File: src/rtl/uart_txq_pkg.sv
package uart_txq_pkg;

  typedef enum logic [1:0] {
    TRIG_EIGHTH   = 2'b00,
    TRIG_QUARTER  = 2'b01,
    TRIG_HALF     = 2'b10,
    TRIG_7EIGHTHS = 2'b11
  } trig_code_e;

  // Free-space threshold as a fraction of the depth (8/16/32/56 at depth 64).
  function automatic int trig_threshold(input trig_code_e code, input int depth);
    case (code)
      TRIG_EIGHTH:   trig_threshold = depth / 8;
      TRIG_QUARTER:  trig_threshold = depth / 4;
      TRIG_HALF:     trig_threshold = depth / 2;
      default:       trig_threshold = (depth * 7) / 8;
    endcase
  endfunction

endpackage

File: src/rtl/uart_txq_ctl.sv
module uart_txq_ctl
  import uart_txq_pkg::*;
(
  input  logic       clk,
  input  logic       rst_n,
  input  logic       enh_en,
  input  logic       ctl_we,
  input  logic       ctl_flush,
  input  logic [1:0] ctl_trig,
  output logic       flush,
  output trig_code_e trig_code
);

  trig_code_e trig_q;
  trig_code_e trig_d;
  logic       trig_ld;

  // Flush is a command, never stored: it acts only in the cycle of the write.
  assign flush   = ctl_we & ctl_flush;
  assign trig_ld = ctl_we & enh_en;

  always_comb begin
    trig_d = trig_q;
    if (trig_ld) trig_d = trig_code_e'(ctl_trig);
  end

  always_ff @(posedge clk or negedge rst_n) begin
    if (!rst_n) trig_q <= TRIG_EIGHTH;
    else        trig_q <= trig_d;
  end

  assign trig_code = trig_q;

  // a write while the enhanced enable is low leaves the code untouched
  assert_trig_locked_R7: assert property (@(posedge clk) disable iff (!rst_n)
    (ctl_we && !enh_en) |=> $stable(trig_q));

endmodule

File: src/rtl/uart_txq_buf.sv
module uart_txq_buf #(
  parameter int DEPTH = 64,
  parameter int WIDTH = 8,
  localparam int AW = $clog2(DEPTH),
  localparam int CW = $clog2(DEPTH + 1)
) (
  input  logic             clk,
  input  logic             rst_n,
  input  logic             fifo_en,
  input  logic             flush,
  input  logic             wr_en,
  input  logic [WIDTH-1:0] wr_data,
  input  logic             pop_ready,
  output logic             pop_valid,
  output logic [WIDTH-1:0] pop_data,
  output logic [CW-1:0]    count,
  output logic             full
);

  localparam logic [CW-1:0] DEPTH_C = CW'(DEPTH);
  localparam logic [CW-1:0] ONE_C   = CW'(1);

  logic [WIDTH-1:0] mem [DEPTH];
  logic [AW-1:0]    wr_ptr_q, wr_ptr_d;
  logic [AW-1:0]    rd_ptr_q, rd_ptr_d;
  logic [CW-1:0]    count_q, count_d;
  logic [CW-1:0]    cap;
  logic             full_w;
  logic             pop_do;
  logic             push_do;

  // Disabled queueing still routes the byte through slot storage, depth one.
  assign cap     = fifo_en ? DEPTH_C : ONE_C;
  assign full_w  = (count_q >= cap);
  assign pop_do  = (count_q != '0) && pop_ready && !flush;
  assign push_do = wr_en && !flush && (!full_w || pop_do);

  always_comb begin
    wr_ptr_d = wr_ptr_q;
    rd_ptr_d = rd_ptr_q;
    count_d  = count_q;
    if (flush) begin
      wr_ptr_d = '0;
      rd_ptr_d = '0;
      count_d  = '0;
    end else begin
      if (push_do) wr_ptr_d = wr_ptr_q + AW'(1);
      if (pop_do)  rd_ptr_d = rd_ptr_q + AW'(1);
      case ({push_do, pop_do})
        2'b10:   count_d = count_q + ONE_C;
        2'b01:   count_d = count_q - ONE_C;
        default: count_d = count_q;
      endcase
    end
  end

  always_ff @(posedge clk or negedge rst_n) begin
    if (!rst_n) begin
      wr_ptr_q <= '0;
      rd_ptr_q <= '0;
      count_q  <= '0;
    end else begin
      wr_ptr_q <= wr_ptr_d;
      rd_ptr_q <= rd_ptr_d;
      count_q  <= count_d;
    end
  end

  always_ff @(posedge clk) begin
    if (push_do) mem[wr_ptr_q] <= wr_data;
  end

  assign pop_valid = (count_q != '0);
  assign pop_data  = mem[rd_ptr_q];
  assign count     = count_q;
  assign full      = full_w;

  // occupancy never exceeds the physical depth
  assert_count_bound_R2: assert property (@(posedge clk) disable iff (!rst_n)
    count_q <= DEPTH_C);

  // a write into a full queue without a pop changes nothing
  assert_no_overflow_R2: assert property (@(posedge clk) disable iff (!rst_n)
    (full_w && wr_en && !pop_ready && !flush) |=> (count_q == $past(count_q)));

  // single-byte depth holds at one while no pop happens
  assert_single_depth_R3: assert property (@(posedge clk) disable iff (!rst_n)
    (!fifo_en && count_q == ONE_C && !pop_ready && !flush) |=> (count_q == ONE_C));

  // push and pop together on a full queue keep the level
  assert_full_swap_R4: assert property (@(posedge clk) disable iff (!rst_n)
    (full_w && wr_en && pop_ready && !flush) |=> (count_q == $past(count_q)));

  // a flush leaves the queue empty
  assert_flush_empties_R5: assert property (@(posedge clk) disable iff (!rst_n)
    flush |=> (count_q == '0));

endmodule

File: src/rtl/uart_txq_trig.sv
module uart_txq_trig
  import uart_txq_pkg::*;
#(
  parameter int DEPTH = 64,
  localparam int CW = $clog2(DEPTH + 1)
) (
  input  logic [CW-1:0] count,
  input  trig_code_e    trig_code,
  output logic          space_trig
);

  localparam logic [CW-1:0] DEPTH_C = CW'(DEPTH);

  logic [CW-1:0] free_slots;
  logic [CW-1:0] thresh;

  assign free_slots = DEPTH_C - count;
  assign thresh     = CW'(trig_threshold(trig_code, DEPTH));
  assign space_trig = (free_slots >= thresh);

endmodule

File: src/rtl/uart_txq.sv
module uart_txq
  import uart_txq_pkg::*;
#(
  parameter int DEPTH = 64,
  parameter int WIDTH = 8,
  localparam int CW = $clog2(DEPTH + 1)
) (
  input  logic             clk,
  input  logic             rst_n,
  input  logic             fifo_en,
  input  logic             enh_en,
  input  logic             ctl_we,
  input  logic             ctl_flush,
  input  logic [1:0]       ctl_trig,
  input  logic             wr_en,
  input  logic [WIDTH-1:0] wr_data,
  output logic             pop_valid,
  output logic [WIDTH-1:0] pop_data,
  input  logic             pop_ready,
  output logic [CW-1:0]    level,
  output logic             full,
  output logic             empty,
  output logic             space_trig
);

  logic       flush;
  trig_code_e trig_code;

  uart_txq_ctl u_ctl (
    .clk       (clk),
    .rst_n     (rst_n),
    .enh_en    (enh_en),
    .ctl_we    (ctl_we),
    .ctl_flush (ctl_flush),
    .ctl_trig  (ctl_trig),
    .flush     (flush),
    .trig_code (trig_code)
  );

  uart_txq_buf #(.DEPTH(DEPTH), .WIDTH(WIDTH)) u_buf (
    .clk       (clk),
    .rst_n     (rst_n),
    .fifo_en   (fifo_en),
    .flush     (flush),
    .wr_en     (wr_en),
    .wr_data   (wr_data),
    .pop_ready (pop_ready),
    .pop_valid (pop_valid),
    .pop_data  (pop_data),
    .count     (level),
    .full      (full)
  );

  uart_txq_trig #(.DEPTH(DEPTH)) u_trig (
    .count      (level),
    .trig_code  (trig_code),
    .space_trig (space_trig)
  );

  assign empty = ~pop_valid;

  // an empty queue always has room for any threshold
  assert_empty_trig_R6: assert property (@(posedge clk) disable iff (!rst_n)
    empty |-> space_trig);

  // the pop port offers data exactly when something is stored
  assert_valid_level_R1: assert property (@(posedge clk) disable iff (!rst_n)
    pop_valid == (level != '0));

endmodule

File: config.mk
export PLATFORM = sky130hd
export DESIGN_NAME = uart_txq
export DESIGN_NICKNAME = d
export VERILOG_FILES = /design/src/rtl/uart_txq_pkg.sv /design/src/rtl/uart_txq_ctl.sv /design/src/rtl/uart_txq_buf.sv /design/src/rtl/uart_txq_trig.sv /design/src/rtl/uart_txq.sv
export SDC_FILE = /design/constraint.sdc
export NUM_CORES = 1
export LEC_CHECK = 0
export ABC_AREA = 1
export BUFFER_PORTS_ARGS = -buffer_cell sky130_fd_sc_hd__buf_2
export CAP_MARGIN = 20
export CORE_AREA = 2 2 293 295
export DETAILED_ROUTE_END_ITERATION = 12
export DIE_AREA = 0 0 295 297
export GPL_ROUTABILITY_DRIVEN = 0
export GPL_TIMING_DRIVEN = 0
export PLACE_DENSITY = 0.4
export SLEW_MARGIN = 30
export SYNTH_ARGS = -nofsm -noshare
export SYNTH_HDL_FRONTEND = slang
export SYNTH_SLANG_ARGS = --single-unit
File: constraint.sdc
create_clock -name clk -period 2.5 [get_ports clk]
set_input_delay 0.25 -clock clk [delete_from_list [all_inputs] [get_ports clk]]
set_output_delay 0.25 -clock clk [all_outputs]
set_load 0.01 [all_outputs]
### Word level (Yosys, flattened, before mapping)

Memories as Yosys holds them, arrays and structs flattened.
Index checks and enable logic that the tools add are counted.

| word-level totals | value |
|---|---|
| flip-flop bits (word level) | 21 |
| bits in writable memories | 512 |
| bits of input ports | 18 |
| output and inout port bits | 19 |
| logic and storage cells | 41 |
| memories kept | 1 |

| cells by class | value |
|---|---|
| $add $sub $neg | 5 |
| $lt $le $gt $ge | 2 |
| eq/ne operators | 4 |
| muxes and demuxes | 10 |
| bitwise logic cells | 3 |
| reduce and logical (&&, ||, !) cells | 12 |

Memory list:

| name | words | width | read ports | clocked after Yosys merged registers in | write ports | line | RTL |
|---|---|---|---|---|---|---|---|
| u_buf.mem | 64 | 8 | 1 | 0 | 1 | uart_txq_buf.sv:23 | `logic [WIDTH-1:0] mem [DEPTH];` |

Operator list:

| cell | number |
|---|---|
| 6-bit 2-to-1 mux | 4 |
| 6-bit case mux with 3 select lines | 1 |
| 7-bit 2-to-1 mux | 2 |
| 7-bit case mux with 2 select lines | 1 |
| 6-bit by 1-bit adder with 6-bit output, second input constant | 2 |
| 7-bit by 1-bit adder with 7-bit output, second input constant | 1 |
| 7-bit by 6-bit greater-or-equal comparator with 1-bit output | 1 |
| 7-bit greater-or-equal comparator | 1 |
| 7-bit nonzero test | 1 |
| 7-bit by 1-bit subtractor with 7-bit output, second input constant | 1 |
| 7-bit subtractor, first input constant | 1 |
| 2-bit by 1-bit equality test with 1-bit output, second input constant | 2 |
| 2-bit equality test, second input constant | 2 |
| 1-bit logical AND | 4 |
| 2-bit nonzero test | 2 |
| 3-bit nonzero test | 1 |
| 1-bit AND | 2 |
| 1-bit logical NOT | 2 |
| 2-bit logical NOT | 1 |
| 1-bit 2-to-1 mux | 2 |
| 1-bit logical OR | 1 |
| 1-bit NOT | 1 |

### Logic depth before layout (Yosys ltp)

Gate-level depths: netlist (run 1).

| depth | value |
|---|---|
| depth after elaboration | 8 |
| depth in mapped cells | 16 |
| mapped depth without buffers | 15 |

### Modules after synthesis

A second synthesis (run 1) with hierarchy kept.

| unflattened totals | value |
|---|---|
| cells, all modules | 1997 |
| area, all modules | 22589.2 µm² |

By module, submodules not included:

| module | times used | cells each | area an instance (µm²) | seq. area each (µm²) |
|---|---|---|---|---|
| uart_txq_buf | 1 | 1950 | 22288.9 | 15850.2 |
| uart_txq_trig | 1 | 35 | 207.7 | 0.0 |
| uart_txq_ctl | 1 | 11 | 88.8 | 50.0 |
| uart_txq | 1 | 1 | 3.8 | 0.0 |

### Worst setup path after synthesis (run 1)

OpenSTA, ideal clock, no wires.

| timing path | value |
|---|---|
| path type | reg2reg |
| start | register u_buf.count_q[0] (netlist: u_buf.count[0]) |
| end | memory u_buf.mem[52][0], enable pin |
| setup time | 370 ps |
| data arrival time | 2170 ps |
| data required time | 2130 ps |
| slack | -40 ps |
| stages on the path, launching flop included | 13 |
| path buffers | 1 |
| period minus slack after synthesis | 2540 ps |
| cells stage by stage | dfrtp_1 > inv_1 > ha_1 > nor2_1 > nand2_1 > nor2_1 > o21bai_2 > nand2_4 > nand2_4 > inv_4 > buf_12 > nand4_4 > nor2_1 |

| on the way | value |
|---|---|
| elaborated cells on any way between the ends | 9 |
| those cells by class | 1 x order compare; 2 x mux; 6 x reduce/logical |

RTL lines:

| element | line | RTL |
|---|---|---|
| start, declared | uart_txq_buf.sv:26 | `logic [CW-1:0] count_q, count_d;` |
| start signal, assigned | uart_txq_buf.sv:65 | `count_q <= count_d;` |
| 7-bit greater-or-equal comparator | uart_txq_buf.sv:34 | `assign full_w = (count_q >= cap);` |
| via full | uart_txq.sv:21 | `output logic full,` |
| 1-bit logical NOT | uart_txq_buf.sv:36 | `assign push_do = wr_en && !flush && (!full_w \|\| pop_do);` |
| 1-bit logical OR | uart_txq_buf.sv:36 |  |
| 1-bit logical AND | uart_txq_buf.sv:36 |  |
| 1-bit 2-to-1 mux | uart_txq_buf.sv:70 | `if (push_do) mem[wr_ptr_q] <= wr_data;` |
| 1-bit 2-to-1 mux (not written as such) | uart_txq_buf.sv:70 |  |
| end, declared | uart_txq_buf.sv:23 |  |

The timed path passes the listed nets, and every way through them passes these cells.

### Final worst setup path (run 1)

| timing path | value |
|---|---|
| start | register u_buf.rd_ptr_q[1] |
| end | output port pop_data[4] |

| on the way | value |
|---|---|
| longest elaborated chain between the ends | 1 |

RTL lines:

| element | line | RTL |
|---|---|---|
| start, declared | uart_txq_buf.sv:25 | `logic [AW-1:0] rd_ptr_q, rd_ptr_d;` |
| start signal, assigned | uart_txq_buf.sv:64 | `rd_ptr_q <= rd_ptr_d;` |
| memory read 64 x 8 bit | n/a |  |
| end, declared | uart_txq.sv:18 | `output logic [WIDTH-1:0] pop_data,` |

No other way between the ends.

==> reports/metrics.yaml, run 1 <==
run_status:
  run_status: "finished, violations left"
  violations: "negative setup slack"
clock_tree:
  clkTransAtPathRegs_ns: 0.06
  insertion_delay_ns: 0.63
  cts_tree: "yes"
  cts_root_buf: "clkbuf_16"
  cts.path.max_buffers: 3
  cts-buffers-inserted: 59
  cts_sinks: 533
  htreeDepth: 2
routing:
  vias_per_cell: 4.71
  post_drt_wl_per_cell_um: 23.5
  drc: 0
  dr.pass1.iters: 5
  antenna_left: 0
  wirelength_um: 80400
  drt_iter0_markers: 1553
  vias: 16100
sta:
  worst_slew_pin_slew_ns: 1.02
  slew_violations: 0
  rsz0062_at_grt: "true"
  post-route-min-period_ns: 2.92
  slew_headroom_pct: 31.9
  finalHoldViolations: 0
  hold-worst-slack_ns: 0.0441
  worst_clock_skew_ns: 0.0222
  fmaxAchievable_mhz: 342
  post-route-period-util_pct: 117
  worst_slack_ns: -0.422
  finalSetupViolations: 8
synthesis:
  synth_compound_area_share_pct: 1.66
  syn_nets: 2033
  yosys.area_share.simple_pct: 23.7
  synth_fa_ha_area_share_pct: 0.920
  synthXorXnorAreaFrac_pct: 0.116
  synth.area.mux_share_pct: 0
  synth_top_area_cell: "edfxtp_1"
  syn_inst: 1999
  ys_warn_count: 0
  synth_area_um2: 22600
  ys_seq_area_share_pct: 70.4
  synth_top_family_by_area: "simple AND/OR/NAND/NOR gates"
  ys_types: 35
  ys_seq_elements: 533
  avgSynthCellArea_um2: 11.3
  synthTopCellsByArea: "edfxtp_1, nand2_1, nand3_1"
  synth_top_area_share_pct: 68.1
global_route:
  grt_pass1_wl_um: 112000
  globalRoute.totalOverflow: 0
  grt_max_degree: 65
  antenna_found_initial: 4
  grt_usage_pct: 17.9
  grt_pass1_vias: 15700
die:
  num_rows: 107
  die-area_um2: 87600
  die_w_um: 295
  initial_core_util_pct: 26.7
  io_pins: 37
  coreArea_um2: 84500
  die_h_um: 297
power:
  power_leakage_uw: 0.0108
  power_density_nw_per_um2: 1040
  ir_drop_uv: 661
final_layout:
  num-fill-cells: 8255
  nNetsFinal: 2257
  utilization_pct: 35.6
  multi_input_area_um2: 7180
  drive_above_1_share_pct: 26.4
  register_area_um2: 15900
  area_growth_pct: 33.1
critical_path:
  cp-end-kind: "output port"
  critPathArrivalTime_ns: 2.67
  worstSetupPathType: "register to output port"
  crit_top_cell: "nand3_1"
  cpMaxStageDelayCell: "dfrtp_2"
  slowest_delay_ns: 0.49
  path_max_fanout: 10
  critPathLaunchType: "register"
  required_ns: 2.25
  crit_chain: "inv_2 -> buf_8 -> buf_4 -> nand3_1 -> nand3_1 -> nand2_2 -> nand2_1 -> nand3_1 -> o211ai_1 -> nand2_2 -> buf_6"
place:
  place_worst_setup_slack_ns: -0.970
  hpwl_um: 53500
  port-buffer-count: 36
job:
  maxCapViolations: 0
min_path:
  hold_class: "input pin to register"
==> power breakdown <==
part / internal (uW) / total [uW] / switching [uW]
Clock: 5070 / 8660 / 3590
Sequential: 9960 / 10200 / 208
Combinational: 4380 / 12400 / 8030
Total: 19400 / 31200 / 11800
==> per-layer routing <==
metal	up-vias	part of all wire, %	global-route usage (%)	wire length (um)
met1	8027	44	24.1	35100
met2	481	47	29.0	38100
li1	7468	-	-	-
met5	-	0.020	0	16
met4	2	3.5	6.75	2780
met3	113	5.5	2.94	4420
==> final timing paths <==
| kind | start | endpoint | slack (ns) | cells past startpoint |
|---|---|---|---|---|
| worst max-delay path | u_buf.rd_ptr_q[1]$_DFFE_PN0P_ | pop_data[4] | -0.42 | 11 |
| worst min-delay path | wr_data[6] | u_buf.mem[43][6]$_DFFE_PP_ | 0.04 | 1 |
| worst max register to register | u_buf.count[0]$_DFFE_PN0P_ | u_buf.count[5]$_DFFE_PN0P_ | 0.03 | 17 |
| worst min register to register | u_buf.count[2]$_DFFE_PN0P_ | u_buf.count[2]$_DFFE_PN0P_ | 0.59 | 2 |
| max in group asynchronous | rst_n | u_buf.count[3]$_DFFE_PN0P_ | 1.96 | 2 |
| min in group asynchronous | rst_n | u_ctl.trig_code[0]$_DFFE_PN0P_ | 0.14 | 2 |
==> flip-flops by register name, summed over array words and instances, names as in the netlist <==
register,cells
u_buf.mem,512
u_buf.count,7
u_buf.rd_ptr_q,6
u_buf.wr_ptr_q,6
u_ctl.trig_code,2
==> layout make-up <==
class	count	share of cell area [%]
plain buffers	115	4.21
clock buffers	68	5.09
multi-input cells	1309	23.9
diodes	2	0.0167
inverters	42	0.649
clock inverters	39	1.24
repair buffers	163	7.20
well taps	1144	4.76
flip-flops and latches	533	52.9
==> cell usage after synthesis, drive strengths merged <==
cell and number:
o2111ai 1, buf 79, edfxtp 512, clkbuf 36, a21oi 29, nor2 93, nand2 697, xor2 2
nor3 5, xnor2 1, nand3 421, o21ai 15, o21bai 1, o22ai 1, clkinv 1, ha 15
fa 1, inv 41, nand4 10, o211ai 17, dfrtp 21
==> cells in the final DEF, fill, tap and decap left out, drive strengths merged <==
master / count
nand2: 697
edfxtp: 512
nand3: 421
buf: 232
clkbuf: 107
nor2: 93
inv: 41
clkinv: 30
a21oi: 29
dfrtp: 21
o211ai: 17
o21ai: 15
ha: 15
nand4: 10
bufinv: 7
dlygate4sd3: 7
nor3: 5
clkinvlp: 3
diode: 2
xor2: 2
o21bai: 1
xnor2: 1
o22ai: 1
o2111ai: 1
fa: 1
==> logic make-up after synthesis <==
family	after synthesis
buffers and inverters	157
DFF	533
xor gates and xnor gates	3
adders and majority gates	16
AOI/OAI and AO/OA	64
and+or+nand+nor	1226
==> worst max-delay path, delay by kind of cell, from the launching register on <==
family,cells,cell delay [ns]
buffers and inverters,4,0.74
and+or+nand+nor,6,0.63
DFF,1,0.49
AOI/OAI and AO/OA,1,0.17
==> per-stage QoR <==
stage	total power [uW]	area (um2)	std cells	TNS (ns)
2_1_floorplan	15500	22600	1999	-14.41
3_3_place_gp	19700	24200	3179	-414.67
3_5_place_dp	19700	24400	3185	-358.29
4_1_cts	30300	29100	3387	-4.15
5_1_grt	32500	30100	3414	-9.42
6_report	31200	30100	3415	-3.21
==> repair_timing <==
item | CTS | global route
pin swaps | 74 | 104
resized for setup | 419 | 152
gates cloned | 2 | 4
endpoints found under the setup margin | 517 | 484
endpoints found under the hold margin | 23 | 0
buffers inserted | 86 | 22
hold buffers | 7 | 0
(Power assumes the default switching activity.)
==> run 2, diff against run 1 <==
--- a/constraint.sdc
+++ b/constraint.sdc
@@ -3,2 +3,2 @@
 set_output_delay 0.25 -clock clk [all_outputs]
-set_load 0.01 [all_outputs]
+set_load 0.1 [all_outputs]
==> run 2 against run 1 <==
Net effect: the run still ends with negative setup slack left; non-clock buffer count unchanged; sequential share of layout area fell by 0.49 points; global-route usage is 0.19 points higher; die area stayed put; total power rose by 7.2%; critical endpoint is now pop_data[1].
==> reports/metrics.yaml, run 2 (same netlist as run 1, synthesis figures left out) <==
critical_path:
  reg2reg_slack_ns: -0.08  # was 0.03 ns
  critPathArrivalTime_ns: 2.81  # was 2.67 ns
  critPathLaunchType: "register"  # unchanged
  worstSetupPathType: "register to output port"  # unchanged
  required_ns: 2.25  # about the same
  r2r_start: "u_buf.count[0]$_DFFE_PN0P_"  # unchanged
  ff2ff_path_depth: 16  # was 17
  cpMaxStageDelayCell: "dfrtp_1"  # was dfrtp_2
  path_max_fanout: 10  # unchanged
  crit_start: "u_buf.rd_ptr_q[0]$_DFFE_PN0P_"  # was u_buf.rd_ptr_q[1]$_DFFE_PN0P_
  regToRegEndpoint: "u_buf.mem[60][1]$_DFFE_PP_"  # was u_buf.count[5]$_DFFE_PN0P_
  crit_chain: "buf_12 -> buf_8 -> buf_4 -> nand2_1 -> nand3_2 -> nand3_2 -> nand2_4 -> nand2_1 -> nand2_1 -> o211ai_1 -> nand2_2 -> buf_12"  # was inv_2 -> buf_8 -> buf_4 -> nand3_1 -> nand3_1 -> nand2_2 -> nand2_1 -> nand3_1 -> o211ai_1 -> nand2_2 -> buf_6
  slowest_delay_ns: 0.42  # was 0.49 ns
  crit_top_cell: "nand2_1"  # was nand3_1
  cp-end-kind: "output port"  # unchanged
final_layout:
  mostFrequentLayoutCell: "nand2_1"  # unchanged
  layout_common_cells: "nand2_1, edfxtp_1, nand3_1, buf_12, nor2_4"  # unchanged
  drive_above_1_share_pct: 26.4  # about the same
  register_area_um2: 15900  # about the same
  num-fill-cells: 8234  # was 8255
  top_register: "u_buf.mem"  # unchanged
  layout.cells.non_filler: 3416  # was 3415
  largest_reg_flops: 512  # unchanged
  nNetsFinal: 2257  # unchanged
  utilization_pct: 36.0  # was 35.6%
  multi_input_area_um2: 7230  # was 7180 um2
  area_growth_pct: 34.5  # was 33.1%
  num_antenna_cells: 0  # was 2
routing:
  vias: 16200  # was 16100
  antenna_left: 0  # unchanged
  drt_iter0_markers: 1412  # was 1553
  vias_per_cell: 4.75  # was 4.71
  wirelength_um: 80400  # about the same
  drc: 0  # unchanged
  post_drt_wl_per_cell_um: 23.5  # about the same
  dr.pass1.iters: 5  # unchanged
global_route:
  grt_usage_pct: 18.1  # was 17.9%
  grt_pass1_vias: 15700  # about the same
  grt_pass1_wl_um: 114000  # was 112000 um
  use_met1_pct: 25.0  # was 24.1%
  globalRoute.totalOverflow: 0  # unchanged
  grt_max_degree: 65  # unchanged
  grt_use_met3_pct: 2.32  # was 2.94%
  use_met2_pct: 30.1  # was 29.0%
  top_usage_layer: "met2"  # unchanged
  antenna_found_initial: 3  # was 4
clock_tree:
  cts_sinks: 533  # unchanged
  clkTransAtPathRegs_ns: 0.06  # about the same
  cts-buffers-inserted: 59  # unchanged
  insertion_delay_ns: 0.65  # was 0.63 ns
  cts_tree: "yes"  # unchanged
  cts.path.max_buffers: 3  # unchanged
  htreeDepth: 2  # unchanged
  cts_root_buf: "clkbuf_16"  # unchanged
min_path:
  min_to: "u_buf.mem[27][4]$_DFFE_PP_"  # was u_buf.mem[43][6]$_DFFE_PP_
  min_path_cells: 1  # unchanged
  hold_class: "input pin to register"  # unchanged
  worstHoldStart: "wr_data[4]"  # was wr_data[6]
sta:
  worst_clock_skew_ns: 0.0263  # was 0.0222 ns
  slew_violations: 0  # unchanged
  post-route-period-util_pct: 122  # was 117%
  finalSetupViolations: 366  # was 8
  fmaxAchievable_mhz: 327  # was 342 MHz
  rsz0062_at_grt: "true"  # unchanged
  worst_slew_pin_slew_ns: 0.912  # was 1.02 ns
  worst_slack_ns: -0.557  # was -0.422 ns
  tns_ns: -18.16  # was -3.21 ns
  post-route-min-period_ns: 3.06  # was 2.92 ns
  slew_headroom_pct: 39.0  # was 31.9%
  finalHoldViolations: 0  # unchanged
place:
  hpwl_um: 54000  # was 53500 um
  place_worst_setup_slack_ns: -0.858  # was -0.970 ns
  dp.cells: 3184  # was 3185
  port-buffer-count: 36  # unchanged
die:
  initial_core_util_pct: 26.7  # unchanged
  die-area_um2: 87600  # unchanged
  io_pins: 37  # unchanged
  coreArea_um2: 84500  # unchanged
  die_w_um: 295  # unchanged
  die_h_um: 297  # unchanged
  num_rows: 107  # unchanged
power:
  power_uw: 33500  # was 31200 uW
  ir_drop_uv: 1080  # was 661 uV
  power_density_nw_per_um2: 1100  # was 1040 nW/um2
  power_leakage_uw: 0.0109  # was 0.0108 uW
job:
  maxCapViolations: 0  # unchanged
run_status:
  run_status: "finished, violations left"  # unchanged
  violations: "negative setup slack"  # unchanged
==> run 2: metrics by stage <==
stage / area (um2) / hold slack (ns)
CTS: 29600 / 0.0281
floorplan: 23200 / -0.0456
global route: 30400 / 0.0307
detailed placement: 24900 / 0.286
global placement: 24800 / 0.270
finish: 30400 / 0.0348
==> run 2: worst max-delay path by stage <==
stage	endpoint	slack, ns
finish	pop_data[1]	-0.56
global route	pop_data[0]	-0.59
CTS	pop_data[1]	-0.53
detailed placement	pop_data[3]	-0.86
global placement	pop_data[3]	-0.86
floorplan	space_trig	-0.67
==> run 2: report_power, final <==
group | switching (uW) | internal, uW | total (uW)
logic | 9610 | 4810 | 14400
clock network | 3640 | 5230 | 8870
registers | 229 | 9980 | 10200
==> run 2: cell type report <==
type / instances / share of cell area [%]
well taps: 1144 / 4.71
clock inverters: 32 / 1.25
multi-input cells: 1309 / 23.8
inverters: 42 / 0.667
clock buffers: 78 / 5.16
repair buffers: 163 / 7.63
plain buffers: 115 / 4.32
flip-flops and latches: 533 / 52.4
==> run 2: critical path, delay by kind of cell, from the launching register on <==
family | cells | cell delay (ns)
AO/OA/AOI/OAI | 1 | 0.35
buffers and inverters | 4 | 0.73
flip-flops | 1 | 0.42
AND/OR/NAND/NOR | 7 | 0.67
==> run 2: what timing repair did <==
action                                 4_1_cts  5_1_grt
setup endpoints to repair                  469      485
gates cloned                                 4        0
hold buffers                                 7        0
endpoints found under the hold margin       23        0
pin swaps                                   98       98
setup buffers                               80       32
gates resized for setup                    399       97
==> run 2: layer usage <==
metal  part of all wire (%)  vias up  wire (um)
met5                  0.024        -         19
met2                     48      446      39000
met4                    2.3        4       1810
met1                     45     8193      36000
met3                    4.5      102       3620
li1                       -     7472          -
==> run 3, diff against run 2 <==
- CELL_PAD_IN_SITES_DETAIL_PLACEMENT: unset -> 0
- CELL_PAD_IN_SITES_GLOBAL_PLACEMENT: unset -> 1
- PLACE_DENSITY: 0.4 -> 0.47
==> run 3 against run 2 <==
Net effect: the flow still finishes with violations (negative setup slack); sequential power is essentially flat; flip-flop and latch count is the same; combinational power is essentially flat; clock skew shrank 0.0031 ns; worst hold slack gained 0.010 ns; register-to-register slack gained 0.05 ns; non-clock buffer count grew 19; final cell count grew 0.41%; first-iteration DRC count shrank 16%; critical path depth grew 1; cell area is essentially flat; setup slack gained 0.067 ns; largest power group unchanged.
==> reports/metrics.yaml, run 3 (same netlist as run 1, synthesis figures left out) <==
die:
  die_w_um: 295  # unchanged
  io_pins: 37  # unchanged
  die-area_um2: 87600  # unchanged
  num_rows: 107  # unchanged
  initial_core_util_pct: 26.7  # unchanged
  coreArea_um2: 84500  # unchanged
  die_h_um: 297  # unchanged
power:
  power_frac_clock_pct: 25.0  # was 26.5%
  sw_frac_of_total_pct: 40.9  # was 40.2%
  pwr-share-comb_pct: 43.7  # was 43.1%
  power_leakage_uw: 0.0109  # about the same
  switchingPower_uw: 13300  # was 13500 uW
  power_density_nw_per_um2: 1070  # was 1100 nW/um2
  ir_drop_uv: 2010  # was 1080 uV
  seq_power_share_pct: 31.2  # was 30.5%
  p_int_uw: 19300  # was 20000 uW
run_status:
  run_status: "finished, violations left"  # unchanged
  violations: "negative setup slack"  # unchanged
critical_path:
  required_ns: 2.25  # about the same
  critPathLaunchType: "register"  # unchanged
  r2r_start: "u_buf.count[0]$_DFFE_PN0P_"  # unchanged
  reg2reg_slack_ns: -0.03  # was -0.08 ns
  path_max_fanout: 10  # unchanged
  setup.worst_path.end: "pop_data[5]"  # was pop_data[1]
  ff2ff_path_depth: 16  # unchanged
  crit_start: "u_buf.rd_ptr_q[0]$_DFFE_PN0P_"  # unchanged
  worstSetupPathType: "register to output port"  # unchanged
  regToRegEndpoint: "u_buf.mem[58][0]$_DFFE_PP_"  # was u_buf.mem[60][1]$_DFFE_PP_
  critPathArrivalTime_ns: 2.74  # was 2.81 ns
  cp-end-kind: "output port"  # unchanged
final_layout:
  drive_above_1_share_pct: 27.4  # was 26.4%
  area_growth_pct: 34.5  # about the same
  num_antenna_cells: 0  # unchanged
  largest_reg_flops: 512  # unchanged
  register_area_um2: 15900  # about the same
  top_register: "u_buf.mem"  # unchanged
  mostFrequentLayoutCell: "nand2_1"  # unchanged
  multi_input_area_um2: 7290  # was 7230 um2
  layout_common_cells: "nand2_1, edfxtp_1, nand3_1, buf_12, nand3_2"  # was nand2_1, edfxtp_1, nand3_1, buf_12, nor2_4
  nNetsFinal: 2275  # was 2257
  num-fill-cells: 8332  # was 8234
clock_tree:
  clkTransAtPathRegs_ns: 0.06  # about the same
  cts-buffers-inserted: 58  # was 59
  insertion_delay_ns: 0.63  # was 0.65 ns
  cts_tree: "yes"  # unchanged
  htreeDepth: 2  # unchanged
  cts_sinks: 533  # unchanged
  cts_root_buf: "clkbuf_16"  # unchanged
  cts.path.max_buffers: 3  # unchanged
sta:
  slew_headroom_pct: 32.2  # was 39.0%
  finalSetupViolations: 39  # was 366
  fmaxAchievable_mhz: 334  # was 327 MHz
  worst_slack_ns: -0.490  # was -0.557 ns
  slew_violations: 0  # unchanged
  worst_slew_pin_slew_ns: 1.01  # was 0.912 ns
  post-route-period-util_pct: 120  # was 122%
  finalHoldViolations: 0  # unchanged
  rsz0062_at_grt: "true"  # unchanged
  worst_clock_skew_ns: 0.0231  # was 0.0263 ns
  post-route-min-period_ns: 2.99  # was 3.06 ns
  tns_ns: -4.02  # was -18.16 ns
global_route:
  grt_pass1_vias: 15700  # about the same
  globalRoute.totalOverflow: 0  # unchanged
  grt_max_degree: 65  # unchanged
  antenna_found_initial: 0  # was 3
  grt_pass1_wl_um: 117000  # was 114000 um
  grt_usage_pct: 18.7  # was 18.1%
routing:
  drt_iter0_markers: 1192  # was 1412
  dr.pass1.iters: 5  # unchanged
  post_drt_wl_per_cell_um: 24.0  # was 23.5 um
  drc: 0  # unchanged
  wirelength_um: 82200  # was 80400 um
  vias: 16100  # was 16200
  vias_per_cell: 4.69  # was 4.75
  antenna_left: 0  # unchanged
min_path:
  hold_class: "input pin to register"  # unchanged
job:
  maxCapViolations: 0  # unchanged
place:
  port-buffer-count: 36  # unchanged
  place_worst_setup_slack_ns: -0.856  # was -0.858 ns
  hpwl_um: 56800  # was 54000 um
-- run 3: critical path, stage by stage (launching register included) --
cell and delay [ns]:
dfrtp_1 0.40, buf_12 0.17, inv_16 0.11, buf_16 0.17
buf_12 0.14, nand2_1 0.05, nand3_1 0.06, nand3_1 0.14
nand2_2 0.14, nand2_1 0.08, nand3_2 0.11, o211ai_1 0.12
nand2_2 0.19, buf_12 0.20
-- run 3: power by group through the flow --
stage          clock network, uW  logic (uW)  registers (uW)
2_1_floorplan                  0        6540           10600
3_3_place_gp                   0       11100           10400
3_5_place_dp                   0       11100           10400
4_1_cts                     8370       13900           10200
5_1_grt                     8700       15200           10200
6_report                    8170       14300           10200
-- run 3: worst min path at each step --
stage	from	endpoint	slack, ns	cells after the start
detailed placement	rst_n	u_ctl.trig_code[1]$_DFFE_PN0P_	0.25	1
global placement	rst_n	u_ctl.trig_code[0]$_DFFE_PN0P_	0.25	1
global route	wr_data[4]	u_buf.mem[47][4]$_DFFE_PP_	0.03	1
finish	wr_data[4]	u_buf.mem[47][4]$_DFFE_PP_	0.05	1
floorplan	rst_n	u_buf.count[6]$_DFFE_PN0P_	-0.05	0
CTS	wr_data[4]	u_buf.mem[47][4]$_DFFE_PP_	0.02	1
-- run 3: cell type report --
class,instances,area share [%]
sequential,533,52.4
multi-input combinational,1309,24.0
timing repair buffer,182,8.43
clock buffer,75,5.06
tap,1144,4.71
buffer,115,3.92
clock inverter,30,0.754
inverter,42,0.692
-- run 3: per-layer routing --
layer / wire length [um] / global-route usage (%)
met3: 3580 / 2.11
met5: 0 / 0
met1: 37300 / 26.1
met2: 39300 / 30.7
met4: 2100 / 5.39
-- run 3: timing repair --
action,CTS,global route
pin swaps,95,102
gates resized for setup,382,108
setup endpoints to repair,486,518
cloned,3,1
setup buffers,109,23
endpoints found under the hold margin,23,0
hold buffers,7,0
-- run 3: stage by stage --
step           hold WS (ns)  util (%)  cell area [um2]  cells  power [uW]
6_report             0.0453      36.0            30400   3430       32600
5_1_grt              0.0302      36.0            30400   3430       34100
4_1_cts              0.0204      35.1            29600   3407       32500
3_5_place_dp          0.252      29.5            24900   3184       21500
3_3_place_gp          0.249      29.3            24800   3179       21500
2_1_floorplan       -0.0456         -            23200   1999       17200
